**src/rtl/swsel_pkg.sv**
```systemverilog
// Shared types for the switching clock source selector.
// Assumes nothing beyond a single system clock domain.
package swsel_pkg;
    typedef enum logic {
        SRC_INT = 1'b0,
        SRC_EXT = 1'b1
    } clk_src_e;
endpackage

```
**src/rtl/swsel_sync_edge.sv**
```systemverilog
// Brings the asynchronous sync pin into the clk domain through STAGES
// flops and flags a rising edge (sampled 0 then sampled 1).
// Assumes STAGES >= 2 and that the pin holds each level for at least one clk.
module swsel_sync_edge #(
    parameter int STAGES = 2
) (
    input  logic clk,
    input  logic rst_n,
    input  logic pin_async,
    output logic rise_det
);
    logic [STAGES-1:0] chain;
    logic              prev_q;

    // Synchronizer chain: stage 0 samples the pin, each stage feeds the next.
    always_ff @(posedge clk) begin
        if (!rst_n) chain[0] <= 1'b0;
        else        chain[0] <= pin_async;
    end

    for (genvar g = 1; g < STAGES; g++) begin : g_stage
        // One further synchronizer stage.
        always_ff @(posedge clk) begin
            if (!rst_n) chain[g] <= 1'b0;
            else        chain[g] <= chain[g-1];
        end
    end

    // Previous synchronized level for edge detection.
    always_ff @(posedge clk) begin
        if (!rst_n) prev_q <= 1'b0;
        else        prev_q <= chain[STAGES-1];
    end

    assign rise_det = chain[STAGES-1] & ~prev_q;
endmodule

```
**src/rtl/swsel_period_gen.sv**
```systemverilog
// Free-running internal cycle counter. Ticks once every PERIOD clocks.
// A restart puts the phase back to zero, so the next tick is PERIOD clocks later.
// Assumes PERIOD >= 2.
module swsel_period_gen #(
    parameter int PERIOD = 16
) (
    input  logic clk,
    input  logic rst_n,
    input  logic restart,
    output logic tick
);
    localparam int CW = $clog2(PERIOD);
    localparam logic [CW-1:0] LAST = CW'(PERIOD - 1);

    logic [CW-1:0] phase;

    // Phase counter: wraps at LAST, restarts on request.
    always_ff @(posedge clk) begin
        if (!rst_n || restart) phase <= '0;
        else if (phase == LAST) phase <= '0;
        else                    phase <= phase + 1'b1;
    end

    assign tick = (phase == LAST);
endmodule

```
**src/rtl/swsel_loss_wdog.sv**
```systemverilog
// Counts clocks since the last accepted sync edge. Flags expiry when LIMIT
// clocks have passed with no clear. Assumes LIMIT >= 2.
module swsel_loss_wdog #(
    parameter int LIMIT = 32
) (
    input  logic clk,
    input  logic rst_n,
    input  logic clear,
    output logic expired
);
    localparam int CW = $clog2(LIMIT);
    localparam logic [CW-1:0] LAST = CW'(LIMIT - 1);

    logic [CW-1:0] cnt;

    // Elapsed-time counter: cleared by an edge or when idle, saturates at LAST.
    always_ff @(posedge clk) begin
        if (!rst_n || clear) cnt <= '0;
        else if (cnt != LAST) cnt <= cnt + 1'b1;
    end

    assign expired = (cnt == LAST) & ~clear;
endmodule

```
**src/rtl/swclk_source_sel.sv**
```systemverilog
// Top of the switching clock source selector. It chooses between the internal
// period counter and the external sync pin. The first sync edge locks to the
// external source. A watchdog of TIMEOUT_PERIODS internal periods drops back to
// internal. Soft start masks the pin. Assumes sync_in is asynchronous to clk.
module swclk_source_sel #(
    parameter int INT_PERIOD      = 16,
    parameter int TIMEOUT_PERIODS = 2,
    parameter int SYNC_STAGES     = 2
) (
    input  logic clk,
    input  logic rst_n,
    input  logic sync_in,
    input  logic softstart_active,
    output logic cycle_start,
    output logic ext_active,
    output logic sync_lost
);
    import swsel_pkg::*;

    localparam int WD_LIMIT = INT_PERIOD * TIMEOUT_PERIODS;

    clk_src_e src_q;
    logic     rise_det;
    logic     edge_ok;
    logic     int_tick;
    logic     wd_expired;
    logic     fallback;

    swsel_sync_edge #(.STAGES(SYNC_STAGES)) u_sync (
        .clk       (clk),
        .rst_n     (rst_n),
        .pin_async (sync_in),
        .rise_det  (rise_det)
    );

    assign edge_ok  = rise_det & ~softstart_active;
    assign fallback = (src_q == SRC_EXT) & ~softstart_active & ~edge_ok & wd_expired;

    swsel_period_gen #(.PERIOD(INT_PERIOD)) u_period (
        .clk     (clk),
        .rst_n   (rst_n),
        .restart (fallback),
        .tick    (int_tick)
    );

    swsel_loss_wdog #(.LIMIT(WD_LIMIT)) u_wdog (
        .clk     (clk),
        .rst_n   (rst_n),
        .clear   (edge_ok | softstart_active | (src_q == SRC_INT)),
        .expired (wd_expired)
    );

    // Source selection: soft start forces internal, an edge locks, a timeout drops.
    always_ff @(posedge clk) begin
        if (!rst_n)                src_q <= SRC_INT;
        else if (softstart_active) src_q <= SRC_INT;
        else if (edge_ok)          src_q <= SRC_EXT;
        else if (fallback)         src_q <= SRC_INT;
    end

    // Output pulses: cycle start from the active source, loss strobe on fallback.
    always_ff @(posedge clk) begin
        if (!rst_n) begin
            cycle_start <= 1'b0;
            sync_lost   <= 1'b0;
        end else begin
            cycle_start <= edge_ok | (((src_q == SRC_INT) | softstart_active) & int_tick);
            sync_lost   <= fallback;
        end
    end

    assign ext_active = (src_q == SRC_EXT);
endmodule

```
**config.mk**
```make
export PLATFORM = sky130hd
export DESIGN_NAME = swclk_source_sel
export DESIGN_NICKNAME = d
export VERILOG_FILES = /design/src/rtl/swsel_pkg.sv /design/src/rtl/swsel_sync_edge.sv /design/src/rtl/swsel_period_gen.sv /design/src/rtl/swsel_loss_wdog.sv /design/src/rtl/swclk_source_sel.sv
export SDC_FILE = /design/constraint.sdc
export NUM_CORES = 1
export LEC_CHECK = 0
export ABC_CLOCK_PERIOD_IN_PS = 3300
export BUFFER_PORTS_ARGS = -buffer_cell sky130_fd_sc_hd__clkbuf_2
export CORE_MARGIN = 2
export CORE_UTILIZATION = 30
export CTS_BUF_LIST = sky130_fd_sc_hd__clkbuf_8
export DETAILED_ROUTE_END_ITERATION = 8
export GPL_TIMING_DRIVEN = 0
export PLACE_DENSITY = 0.45
export REMOVE_ABC_BUFFERS = 1
export SYNTH_ARGS = -nofsm -noshare
export SYNTH_HDL_FRONTEND = slang
export SYNTH_SLANG_ARGS = --single-unit
```
**constraint.sdc**
```tcl
create_clock -name clk -period 3.3 [get_ports clk]
set_clock_uncertainty 0.1 [all_clocks]
set_input_delay 0.66 -clock clk [delete_from_list [all_inputs] [get_ports clk]]
set_output_delay 0.66 -clock clk [all_outputs]
set_load 0.01 [all_outputs]
```
==> metrics <==
status completed; Worst Max-Slew Pin Slew 310 ps; dpl hpwl ~660 um; cell taking the most area after synthesis dfxtp_1; Die Y-Extent just under 50 um; grt total ovfl 0; Lkg Pwr 0.294 nW; clock sinks 15; Clock Tree Buf Depth 2; Hold-fix buffers, CTS 0; GRT Util Overall 0.0899; Worst path depth 6; leading cell type in the layout, fill and taps excluded dfxtp_1; largest net degree at the start of global routing 9; ratio of cells with drive above 1 in the final layout 0.215; design area roughly 710 sq um; IO buf count 6; Top cell by count, worst path ha_1; worst-path cell chain ha_1, and3_1, ha_1, inv_4, o311ai_4, nor2_1; Final Hold Violating Endpoints 0; Post-Layout Cell Count 92; Yosys warning total 0; critical path's largest stage delay approximately 360 ps; final period utilization 0.530; Initial Utilization 0.314; GPL Wtd Cong 0.691; DRT iter0 DRCs 1; critical path endpoint category register; worst path arrival time ~1800 ps; Die X-Extent between 40 and 50 um; peak supply drop between 200 and 250 uV; first-pass GRT wire length between 1.5 and 2 mm; via count 378; root buffer cell clkbuf_8; synthesized area about 600 sq um; unrepaired setup endpoints after global routing no; crit path time final approximately 1700 ps; Core Footprint between 1500 and 2000 sq um; Bufs and invs on worst path 1; Routed Antenna Nets 0; Seq/Total Area, Yosys 0.493; total CTS buffers 3; most frequent cells in the layout dfxtp_1, nor2_1, clkbuf_2; Post-Place Cells 88; drt total wl just under 900 um; H-Tree Depth 1; Yosys reg bits 15; Reg2Reg Depth 6; Filler Cells Inserted between 200 and 250; vias in the first global route 353; Avg Inst Size Synth roughly 11 sq um; final-report setup violation count 0; final net count 73; cts repair resizes 0; ANT cells 0; Area growth, synth to finish 16.0%; total negative slack 0 ps; die area approximately 2400 sq um; vias per cell ~4.1; Slew Limit Headroom 0.793; startpoint types register; Tot Pwr approximately 350 uW; Crit path max-delay family adder cells; DR DRC count 0; CTS tree done; Final Slew Violations 0; Fmax between 500 and 600 MHz; Critical Path RT 3330 ps; CP max-delay cell dfxtp_1; Distinct cells, synth 23; dpl cell area 662 sq um; Max-Cap Viols 0; cell count after synthesis between 50 and 60; Worst-Skew Late Latency around 240 ps; Worst Hold Depth 1; IO Pins 7; initial antenna violation count 0; crit path kind register to register; CTS clock-pin slew for the worst setup and hold paths approximately 60 ps; Max FO, Critical Path 6; DR WL/cell approximately 9.6 um; drt first pass iters 2; dpl ws around 1500 ps; Cell Rows 16; Setup WS post-layout between 1500 and 2000 ps; main area contributors after synthesis dfxtp_1, ha_1, xor2_1; Pwr Density slightly below 500 nW/um^2; postcts setup bufs 0; post-synth top area share 0.493; HP Class register to register
-- power breakdown --
group / switching [mW] / total [mW] / internal (mW) / leakage [nW]
clock: 0.0596 / 0.142 / 0.0822 / 0.0269
sequential: 0.00289 / 0.189 / 0.186 / 0.122
combinational: 0.00764 / 0.0157 / 0.00808 / 0.145
-- per-stage QoR --
stage,hold slack [ps],util
global placement,327,0.341
floorplan,312,-
detailed placement,326,0.341
finish,339,0.364
CTS,343,0.364
global route,364,0.364
-- registers in the layout, summed over array words and instances, names as in the netlist --
name / flops
u_wdog.cnt: 5
u_sync.chain: 2
u_period.phase: 4
cycle_start: 1
ext_active: 1
u_sync.prev_q: 1
sync_lost: 1
-- cell type report --
type,instances,area (sq um),area share
Clock inverter,1,3.75,0.00531
Inverter,2,10.0,0.0142
Timing Repair Buffer,6,30.0,0.0425
Sequential cell,15,300,0.425
Clock buffer,3,41.3,0.0584
Tap cell,27,33.8,0.0478
Multi-Input combinational cell,38,288,0.407
-- worst register-to-register path, delay by kind of cell (launching register included) --
family          cells  cell delay, ps
flops               1             360
simple gates        2             260
fa+ha+maj           2             510
buf+inv             1              90
compound gates      1             320
-- kinds of logic after synthesis --
logic type      Yosys count  share of synthesized area
simple gates             24                      0.228
mux                       2                     0.0329
xor+xnor                  5                     0.0719
fa+ha+maj                 3                     0.0616
buf+inv                   3                     0.0349
compound gates            4                     0.0780
flops                    15                      0.493
-- routing by layer --
metal	part of all wire	global-route usage	wire length, um	vias up
met5	0	0	0	-
met4	0.024	0.0714	21	0
met3	0.043	0.0491	38	2
met2	0.44	0.117	388	4
met1	0.49	0.107	435	167
li1	-	-	-	205
-- synthesized netlist by cell type --
cell type / number
nand2b_1: 2
nand3_2: 1
nor2_2: 1
nand4b_1: 1
inv_1: 1
and3_1: 1
o22ai_1: 1
inv_4: 1
o311a_1: 1
ha_1: 3
dfxtp_1: 15
nor2_1: 8
mux2i_1: 2
nor2b_1: 2
a21oi_1: 1
buf_6: 1
nand3_1: 2
and2b_4: 1
nor3b_1: 1
o311ai_4: 1
xnor2_1: 1
and2_1: 4
xor2_1: 4
-- worst paths after layout --
path / from / endpoint / slack, ps
min: u_sync.chain[0] / u_sync.chain[1] / 340
max: u_wdog.cnt[0] / u_period.phase[3] / 1550
max reg2reg: u_wdog.cnt[0] / u_period.phase[3] / 1550
min reg2reg: u_sync.chain[0] / u_sync.chain[1] / 340
(Power assumes the default switching activity.)
